$ cat config.mk
export PLATFORM = sky130hd
export DESIGN_NAME = vfcap_regs
export DESIGN_NICKNAME = d
export VERILOG_FILES = /design/src/rtl/vfcap_pkg.sv /design/src/rtl/vfcap_rid_calc.sv /design/src/rtl/vfcap_bar_bank.sv /design/src/rtl/vfcap_regs.sv
export SDC_FILE = /design/constraint.sdc
export NUM_CORES = 1
export LEC_CHECK = 0
export BUFFER_PORTS_ARGS = -buffer_cell sky130_fd_sc_hd__buf_2
export CAP_MARGIN = 20
export CELL_PAD_IN_SITES_DETAIL_PLACEMENT = 0
export CELL_PAD_IN_SITES_GLOBAL_PLACEMENT = 1
export CORE_UTILIZATION = 41
export CTS_CLUSTER_SIZE = 14
export DETAILED_ROUTE_END_ITERATION = 8
export PLACE_DENSITY_LB_ADDON = 0.1
export SETUP_SLACK_MARGIN = 0.2
export SLEW_MARGIN = 20
export SYNTH_ARGS = -nofsm -noshare
export SYNTH_HDL_FRONTEND = slang
export SYNTH_SLANG_ARGS = --single-unit
$ cat constraint.sdc
create_clock -name clk -period 10.7 [get_ports clk]
set_clock_uncertainty 0.2 [all_clocks]
set_input_delay 1.07 -clock clk [delete_from_list [all_inputs] [get_ports clk]]
set_output_delay 1.07 -clock clk [all_outputs]
set_load 0.02 [all_outputs]
$ cat src/rtl/vfcap_pkg.sv
package vfcap_pkg;

    localparam int ADDR_W = 4;
    localparam logic [15:0] CAP_ID = 16'h0010;
    localparam logic [3:0]  CAP_VER = 4'h1;

    typedef enum logic [ADDR_W-1:0] {
        DW_HDR    = 4'd0,
        DW_CAPS   = 4'd1,
        DW_CTRL   = 4'd2,
        DW_COUNTS = 4'd3,
        DW_NUM    = 4'd4,
        DW_RID    = 4'd5,
        DW_PGSUP  = 4'd6,
        DW_PGSYS  = 4'd7,
        DW_BAR0   = 4'd8,
        DW_BAR1   = 4'd9,
        DW_BAR2   = 4'd10,
        DW_BAR3   = 4'd11,
        DW_BAR4   = 4'd12,
        DW_BAR5   = 4'd13
    } dw_sel_e;

    typedef struct packed {
        logic ari;
        logic mse;
        logic mig;
        logic en;
    } ctrl_t;

    function automatic logic [31:0] merge_be(input logic [31:0] old_v,
                                             input logic [31:0] new_v,
                                             input logic [3:0]  be);
        logic [31:0] r;
        for (int b = 0; b < 4; b++)
            r[b*8 +: 8] = be[b] ? new_v[b*8 +: 8] : old_v[b*8 +: 8];
        return r;
    endfunction

    function automatic logic page_ok(input logic [31:0] v, input logic [31:0] sup);
        return ($countones(v) == 1) && ((v & sup) != 32'h0);
    endfunction

endpackage

$ cat src/rtl/vfcap_rid_calc.sv
module vfcap_rid_calc #(
    parameter logic [15:0] FST_STD = 16'd1,
    parameter logic [15:0] STR_STD = 16'd1,
    parameter logic [15:0] FST_ARI = 16'd8,
    parameter logic [15:0] STR_ARI = 16'd2
) (
    input  logic [15:0] num_vfs,
    input  logic        ari,
    output logic [15:0] first_ofs,
    output logic [15:0] stride
);
    always_comb begin
        if (num_vfs == 16'h0) begin
            first_ofs = 16'h0;
            stride    = 16'h0;
        end else if (ari) begin
            first_ofs = FST_ARI;
            stride    = STR_ARI;
        end else begin
            first_ofs = FST_STD;
            stride    = STR_STD;
        end
    end
endmodule

$ cat src/rtl/vfcap_bar_bank.sv
module vfcap_bar_bank #(
    parameter int NUM_BAR   = 6,
    parameter int APER_LOG2 = 12
) (
    input  logic                 clk,
    input  logic                 clr,
    input  logic                 wr,
    input  logic [2:0]           idx,
    input  logic [31:0]          wdata,
    input  logic [3:0]           be,
    output logic [NUM_BAR*32-1:0] bars
);
    import vfcap_pkg::*;

    localparam logic [31:0] KEEP = ~((32'h1 << APER_LOG2) - 32'h1);

    for (genvar i = 0; i < NUM_BAR; i++) begin : g_bar
        logic [31:0] q;
        always_ff @(posedge clk) begin
            if (clr)
                q <= 32'h0;
            else if (wr && idx == 3'(i))
                q <= merge_be(q, wdata, be) & KEEP;
        end
        assign bars[i*32 +: 32] = q;

        assert_bar_low_R7: assert property (@(posedge clk)
            (wr && idx == 3'(i)) |=> ((bars[i*32 +: 32] & ~KEEP) == 32'h0));
    end
endmodule

$ cat src/rtl/vfcap_regs.sv
module vfcap_regs #(
    parameter logic [15:0] TOTAL_VF  = 16'd16,
    parameter logic [15:0] INIT_VF   = 16'd8,
    parameter bit          MIG_CAP   = 1'b1,
    parameter logic [31:0] SUP_PG    = 32'h0000_0013,
    parameter logic [11:0] NEXT_PTR  = 12'h000,
    parameter int          NUM_BAR   = 6,
    parameter int          APER_LOG2 = 12
) (
    input  logic                  clk,
    input  logic                  rst,
    input  logic                  pf_flr,
    input  logic                  cfg_wr,
    input  logic                  cfg_rd,
    input  logic [3:0]            cfg_dw,
    input  logic [31:0]           cfg_wdata,
    input  logic [3:0]            cfg_be,
    output logic [31:0]           cfg_rdata,
    output logic                  vf_enable,
    output logic                  vf_mem_en,
    output logic [15:0]           num_vfs,
    output logic [15:0]           vf_count,
    output logic [31:0]           sys_page,
    output logic [NUM_BAR*32-1:0] vf_bar
);
    import vfcap_pkg::*;

    localparam logic [15:0] INIT_EFF = MIG_CAP ? INIT_VF : TOTAL_VF;
    localparam int          BAR_LAST = int'(DW_BAR0) + NUM_BAR - 1;

    ctrl_t       ctrl_q;
    logic [15:0] num_q;
    logic [31:0] pg_q;
    logic        clr;
    dw_sel_e     sel;
    logic [31:0] num_new, pg_new;
    logic [15:0] limit;
    logic        bar_hit;
    logic [15:0] first_ofs, stride;
    logic [31:0] rd_mux;

    assign clr   = rst | pf_flr;
    assign sel   = dw_sel_e'(cfg_dw);
    assign limit = ctrl_q.mig ? TOTAL_VF : INIT_EFF;
    assign num_new = merge_be({16'h0, num_q}, cfg_wdata, cfg_be);
    assign pg_new  = merge_be(pg_q, cfg_wdata, cfg_be);
    assign bar_hit = cfg_wr && (int'(cfg_dw) >= int'(DW_BAR0)) && (int'(cfg_dw) <= BAR_LAST);

    always_ff @(posedge clk) begin
        if (clr) begin
            ctrl_q <= '0;
            num_q  <= 16'h0;
            pg_q   <= 32'h1;
        end else if (cfg_wr) begin
            case (sel)
                DW_CTRL: if (cfg_be[0]) begin
                    ctrl_q.en  <= cfg_wdata[0];
                    ctrl_q.mig <= MIG_CAP & cfg_wdata[1];
                    ctrl_q.mse <= cfg_wdata[3];
                    ctrl_q.ari <= cfg_wdata[4];
                end
                DW_NUM: if (!ctrl_q.en && num_new[15:0] <= limit)
                    num_q <= num_new[15:0];
                DW_PGSYS: if (!ctrl_q.en && page_ok(pg_new, SUP_PG))
                    pg_q <= pg_new;
                default: ;
            endcase
        end
    end

    vfcap_rid_calc u_rid (
        .num_vfs  (num_q),
        .ari      (ctrl_q.ari),
        .first_ofs(first_ofs),
        .stride   (stride)
    );

    vfcap_bar_bank #(.NUM_BAR(NUM_BAR), .APER_LOG2(APER_LOG2)) u_bars (
        .clk  (clk),
        .clr  (clr),
        .wr   (bar_hit),
        .idx  (3'(int'(cfg_dw) - int'(DW_BAR0))),
        .wdata(cfg_wdata),
        .be   (cfg_be),
        .bars (vf_bar)
    );

    always_comb begin
        rd_mux = 32'h0;
        case (sel)
            DW_HDR:    rd_mux = {NEXT_PTR, CAP_VER, CAP_ID};
            DW_CAPS:   rd_mux = {31'h0, MIG_CAP};
            DW_CTRL:   rd_mux = {27'h0, ctrl_q.ari, ctrl_q.mse, 1'b0, ctrl_q.mig, ctrl_q.en};
            DW_COUNTS: rd_mux = {TOTAL_VF, INIT_EFF};
            DW_NUM:    rd_mux = {16'h0, num_q};
            DW_RID:    rd_mux = {stride, first_ofs};
            DW_PGSUP:  rd_mux = SUP_PG;
            DW_PGSYS:  rd_mux = pg_q;
            default:
                if (int'(cfg_dw) >= int'(DW_BAR0) && int'(cfg_dw) <= BAR_LAST)
                    rd_mux = vf_bar[(int'(cfg_dw) - int'(DW_BAR0))*32 +: 32];
        endcase
    end

    always_ff @(posedge clk) begin
        if (rst)
            cfg_rdata <= 32'h0;
        else if (cfg_rd)
            cfg_rdata <= rd_mux;
    end

    assign vf_enable = ctrl_q.en;
    assign vf_mem_en = ctrl_q.en & ctrl_q.mse;
    assign num_vfs   = num_q;
    assign vf_count  = ctrl_q.en ? num_q : 16'h0;
    assign sys_page  = pg_q;

    assert_num_range_R3: assert property (@(posedge clk) disable iff (rst)
        num_vfs <= TOTAL_VF);
    assert_lock_count_R4: assert property (@(posedge clk) disable iff (rst)
        (vf_enable && !pf_flr) |=> $stable(num_vfs));
    assert_lock_page_R4: assert property (@(posedge clk) disable iff (rst)
        (vf_enable && !pf_flr) |=> $stable(sys_page));
    assert_page_legal_R5: assert property (@(posedge clk) disable iff (rst)
        ($countones(sys_page) == 1) && ((sys_page & SUP_PG) != 32'h0));
    assert_flr_clear_R9: assert property (@(posedge clk) disable iff (rst)
        pf_flr |=> (num_vfs == 16'h0 && !vf_enable && vf_count == 16'h0));
endmodule

Word level (Yosys, flattened, before mapping). Index checks and enable logic that the tools add are counted.

$add $sub $neg: 32. Shift-type cells: 1. Mux-type cells: 14. Reductions and logical operators: 38. Eq/ne operators: 13. $lt $le $gt $ge: 3. Bitwise gates (word level): 2.

Operators with widths (count): one-hot mux 32 bit (8 select lines) (1); indexed part select 192 x 10 -> 32 bit (1); two-way mux 16 bit (3); two-way mux 8 bit (6); AND reduction 2 bit (18); adder 1 x 1 -> 2 bit (16); two-way mux 32 bit (1); nonzero test 32 bit (1); adder 2 x 2 -> 3 bit (8); adder 3 x 3 -> 4 bit (4); == test 4 x 3 -> 1 bit (second input constant) (4); <= comparator 16 x 5 -> 1 bit (1); logical NOT 16 bit (1); logical AND 1 bit (12); adder 4 x 4 -> 5 bit (2); AND reduction 3 bit (3); == test 4 x 2 -> 1 bit (second input constant) (2); adder 5 x 5 -> 6 bit (1); == test 3 x 2 -> 1 bit (second input constant) (2); == test 3 bit (second input constant) (2); == test 6 x 1 -> 1 bit (second input constant) (1); two-way mux 5 bit (1); subtractor 4 x 4 -> 5 bit (second input constant) (1); == test 4 x 1 -> 1 bit (second input constant) (1); other kinds (10) (10).

Output and inout port bits: 290. Word-level logic and storage cells: 128. Register bits after elaboration: 204.

Logic depth before layout (Yosys ltp).
Depth after elaboration: 10. Mapped depth: 23.

Cells and area by module. From an unflattened synthesis, not the netlist that was laid out.

Cell total of the unflattened synthesis: 1309. Area total of the unflattened synthesis: 12230.5 um^2.

Modules (own cells, without submodules): vfcap_regs (cells an instance 771, times used 1, area an instance 6628.9 um^2); vfcap_bar_bank (cells an instance 500, times used 1, area an instance 5326.4 um^2); vfcap_rid_calc (cells an instance 38, times used 1, area an instance 275.3 um^2).

Least setup slack after synthesis. OpenSTA, ideal clock, no wires.

Path type: input-to-reg. Start point: in cfg_be[0]. End point: reg pg_q[13], in the netlist sys_page[13]. Setup time: 132 ps. Arrival: 6679 ps. Slack: 3689 ps. Cell stages on the path: 22. Path through: buf_2 clkbuf_1 mux2_2 fa_1 inv_1 fa_1 fa_1 inv_1 fa_1 fa_1 inv_1 fa_1 inv_1 ha_1 fa_1 nor2_1 nand4_2 or3_1 buf_2 buf_2 nand2_1 a21oi_1.

Cells in the longest elaborated chain, start to end: 10.

RTL lines: from (decl) (line vfcap_regs.sv:17) `input logic [3:0] cfg_be,`; two-way mux 8 bit * (line vfcap_pkg.sv:36) `r[b*8 +: 8] = be[b] ? new_v[b*8 +: 8] : old_v[b*8 +: 8];`; net pg_new[1] (line vfcap_regs.sv:36) `logic [31:0] num_new, pg_new;`; adder 1 x 1 -> 2 bit (not written as such) (line vfcap_pkg.sv:41) `return ($countones(v) == 1) && ((v & sup) != 32'h0);`; adder 2 x 2 -> 3 bit (not written as such) (line vfcap_pkg.sv:41); adder 3 x 3 -> 4 bit (not written as such) (line vfcap_pkg.sv:41); adder 4 x 4 -> 5 bit (not written as such) (line vfcap_pkg.sv:41); adder 5 x 5 -> 6 bit (not written as such) (line vfcap_pkg.sv:41); == test 6 x 1 -> 1 bit (line vfcap_pkg.sv:41); logical AND 1 bit * (line vfcap_pkg.sv:41); logical AND 1 bit * (line vfcap_regs.sv:64) `DW_PGSYS: if (!ctrl_q.en && page_ok(pg_new, SUP_PG))`; AND reduction 3 bit (no line) *; to (signal assigned) (line vfcap_regs.sv:65) `pg_q <= pg_new;`; to (decl) (line vfcap_regs.sv:33) `logic [31:0] pg_q;`.

The timed path passes the listed nets; every way through them passes the cells marked *. A chain may end at the register's enable or synchronous reset.

Worst setup path after layout.
Start point: in cfg_be[2]. End point: reg pg_q[3], in the netlist sys_page[3].

Cells in the longest elaborated chain, start to end: 10.

RTL lines (line): two-way mux 8 bit (vfcap_pkg.sv:36); net pg_new[17] (vfcap_regs.sv:36); adder 1 x 1 -> 2 bit (not written as such) (vfcap_pkg.sv:41); adder 2 x 2 -> 3 bit (not written as such) (vfcap_pkg.sv:41); adder 3 x 3 -> 4 bit (not written as such) (vfcap_pkg.sv:41); adder 4 x 4 -> 5 bit (not written as such) (vfcap_pkg.sv:41); adder 5 x 5 -> 6 bit (not written as such) (vfcap_pkg.sv:41); == test 6 x 1 -> 1 bit (vfcap_pkg.sv:41); logical AND 1 bit (vfcap_pkg.sv:41); logical AND 1 bit (vfcap_regs.sv:64); AND reduction 3 bit (no line).

The timed path passes the listed nets, and every way through them passes these cells.

==> impl_metrics.py <==
metrics = {
    "pwr": {
        "power_per_cell_area_mw_per_mm2": 156.7,
        "leakagePower_nw": 5.499,
        "max-vdd-ir-drop_v": 0.0001031,
        "p_total_mw": 1.974,
    },
    "timing": {
        "whs_ns": 0.2663,
        "fin_crit_ns": 7.105,
        "slew_violations": 0,
        "worst_pin_slew_ns": 0.8428,
        "fin_crit_sh": 0.6640,
        "timing.setup.tns_ns": 0,
        "slew_headroom": 0.4382,
        "max_freq_mhz": 140.7,
        "rsz0062_at_grt": "no",
        "setup_viol": 0,
        "hold_violations": 0,
    },
    "critical_path": {
        "crit_type": "input port to flop",
        "critical_path_arrival_ns": 7.34,
        "start_kind": "input port",
        "worst_ep_required_time_ns": 10.93,
        "path_max_fanout": 62,
        "worstSetupEndpointType": "flop",
    },
    "drt": {
        "top_layer_used": "met5",
        "final_antenna_net_count": 0,
        "met2_length_um": 16390,
        "wl_met1_um": 16840,
        "wl_met3_um": 2371,
        "firstDrtPassIters": 5,
        "viasPerCell": 5.378,
        "vias": 9756,
        "remaining_drc_errors": 0,
        "drt_wl_total_um": 36210,
        "wl_per_cell_um": 19.96,
        "dr.first_iter.drc_count": 809,
    },
    "logic_synthesis": {
        "mappedNetlistArea_mm2": 0.01064,
        "synth_area_per_cell_um2": 8.495,
        "synth_top_area_cell": "dfxtp_1",
        "synth_edf_count": 0,
        "ys_dominant_reg_cell": "dfxtp_1",
        "synth.distinct_cells": 63,
        "syn_inst": 1252,
        "yosysTopAreaCellShare": 0.3840,
        "synth_seq_cells": 204,
        "synth-async-reset-ratio": 0,
        "ys_warn_count": 0,
        "ys_seq_area_frac": 0.3840,
        "netlist_top_cells_area": "dfxtp_1 (38%), mux2i_1 (8.6%), a21oi_1 (6.2%)",
    },
    "hold_path": {
        "hp-class": "flop to flop",
    },
    "global_route": {
        "antenna_found_initial": 2,
        "grt_first_pass_wirelength_um": 54030,
        "grt_pass1_vias": 8954,
        "grt_overflow": 0,
        "grtUsageTotal": 0.2652,
        "grt_max_degree": 63,
    },
    "clock_tree": {
        "hold_buffers": 0,
        "root_buffer": "clkbuf_16",
        "cts_buffers": 24,
        "cts_tree": "built",
        "insertion_delay_ns": 0.52,
        "clkSinkCount": 204,
        "htree_levels": 1,
        "post_cts_buffers": 0,
        "cts_resized": 0,
        "cts_buffer_depth": 3,
        "path_clk_slew_ns": 0.06,
    },
    "status": {
        "status": "completed",
    },
    "floorplanning": {
        "ios": 335,
        "core_mm2": 0.02533,
        "die_h_um": 163.1,
        "initial_utilization": 0.4199,
        "dieArea_mm2": 0.02659,
        "die_w_um": 163.1,
        "rows": 58,
    },
    "place": {
        "place_congestion": 0.8751,
        "hpwl_um": 24980,
        "portBuffers": 262,
    },
    "layout": {
        "final_util": 0.4975,
        "syn_to_final_growth_pct": 18.48,
        "fillers": 2512,
        "drive_gt1_frac": 0.2367,
        "final_nets": 1548,
    },
    "flow_run": {
        "maxCapViolCount": 0,
    },
}
==> cell families (layout without fill, tap and decap cells) <==
logic type | after synthesis | in the layout | synth area share
AND/OR/NAND/NOR | 456 | 456 | 0.2026
AO/OA/AOI/OAI | 247 | 247 | 0.1398
flip-flops | 204 | 204 | 0.3840
buffers and inverters | 195 | 355 | 0.09894
multiplexers | 115 | 115 | 0.1174
adder cells (fa/ha/maj) | 34 | 34 | 0.05694
other | 1 | 73 | 0.0003526
==> per-layer routing <==
metal / GRT usage / vias to the layer above
met3: 0.03961 / 49
met2: 0.4155 / 394
met4: 0.06245 / 2
li1: - / 4651
met1: 0.3815 / 4660
met5: 0 / -
==> per-stage QoR <==
stage          setup slack (ns)  area (um2)  std cells
2_1_floorplan             3.689       10900       1323
3_3_place_gp              3.218       11840       1773
3_5_place_dp              3.095       11840       1773
4_1_cts                   3.632       12600       1813
5_1_grt                   3.262       12600       1814
6_report                  3.595       12600       1814
==> sequential cells by signal, summed over array words and instances, names as in the netlist <==
name / flops
ctrl_q: 3
sys_page: 32
vf_enable: 1
num_vfs: 16
u_bars.g_bar.q: 120
cfg_rdata: 32
==> power by group <==
group | internal (mW) | switching [mW]
sequential | 0.767 | 0.00573
combinational | 0.134 | 0.259
clock | 0.482 | 0.326
total | 1.38 | 0.591
==> cells in the mapped netlist, types with 4 or more instances <==
| library cell | number |
|---|---|
| nor3_1 | 8 |
| nand2b_1 | 5 |
| o22ai_1 | 6 |
| nor4_1 | 6 |
| o21ai_0 | 27 |
| mux2i_1 | 91 |
| a22oi_1 | 22 |
| buf_4 | 77 |
| buf_2 | 18 |
| a21oi_1 | 131 |
| dfxtp_1 | 204 |
| buf_1 | 4 |
| nor2_2 | 6 |
| and2_1 | 34 |
| nor2_1 | 75 |
| nand4_1 | 4 |
| nor2b_1 | 6 |
| a311oi_1 | 13 |
| ha_1 | 10 |
| clkbuf_1 | 57 |
| a211oi_1 | 25 |
| inv_1 | 37 |
| nand3_1 | 117 |
| mux4_2 | 6 |
| a22o_1 | 5 |
| mux2_2 | 18 |
| fa_1 | 24 |
| nand2_1 | 171 |
==> area by class of cell <==
| type | count | area, um2 | area share |
|---|---|---|---|
| Multi-Input combinational cell | 924 | 5768 | 0.4578 |
| Sequential cell | 204 | 4084 | 0.3241 |
| Timing Repair Buffer | 278 | 1434 | 0.1138 |
| Clock buffer | 37 | 720.7 | 0.05719 |
| Tap cell | 330 | 412.9 | 0.03277 |
| Inverter | 37 | 138.9 | 0.01102 |
| Clock inverter | 3 | 40.04 | 0.003177 |
| Antenna cell | 1 | 2.502 | 0.0001986 |
==> worst max-delay path: stages <==
cell and delay, ns:
buf_2 0.07, buf_4 0.53, mux2_2 0.44, fa_1 0.53, inv_1 0.05, fa_1 0.46, fa_1 0.50, inv_1 0.05
fa_1 0.45, fa_1 0.53, inv_1 0.05, fa_1 0.48, inv_1 0.04, ha_1 0.20, fa_1 0.38, and2_1 0.16
a21oi_1 0.34, or3_1 0.61, nor2_1 0.09, a211oi_1 0.23
==> cells in the final DEF (no fill, tap or decap), types with 7 or more instances in the layout <==
cell type	Yosys	layout
buf_2	18	261
dfxtp_1	204	204
nand2_1	171	171
a21oi_1	131	131
nand3_1	117	117
mux2i_1	91	91
nor2_1	75	75
conb_1	1	72
inv_1	37	37
and2_1	34	34
o21ai_0	27	27
a211oi_1	25	25
clkbuf_16	0	25
fa_1	24	24
a22oi_1	22	22
mux2_2	18	18
buf_4	77	17
a311oi_1	13	13
ha_1	10	10
nor3_1	8	8
clkbuf_1	57	7
==> path summary, 6_finish.rpt <==
path                                       startpoint                     to  slack, ns  cells past startpoint
worst min-delay path            u_bars.g_bar[4].q[23]  u_bars.g_bar[4].q[23]       0.27                      2
worst max-delay path                        cfg_be[2]            sys_page[3]       3.59                     20
worst min register to register  u_bars.g_bar[4].q[23]  u_bars.g_bar[4].q[23]       0.27                      2
worst max register to register           sys_page[11]            sys_page[3]       4.50                     18
No activity file was read; power rests on OpenSTA's default activity.
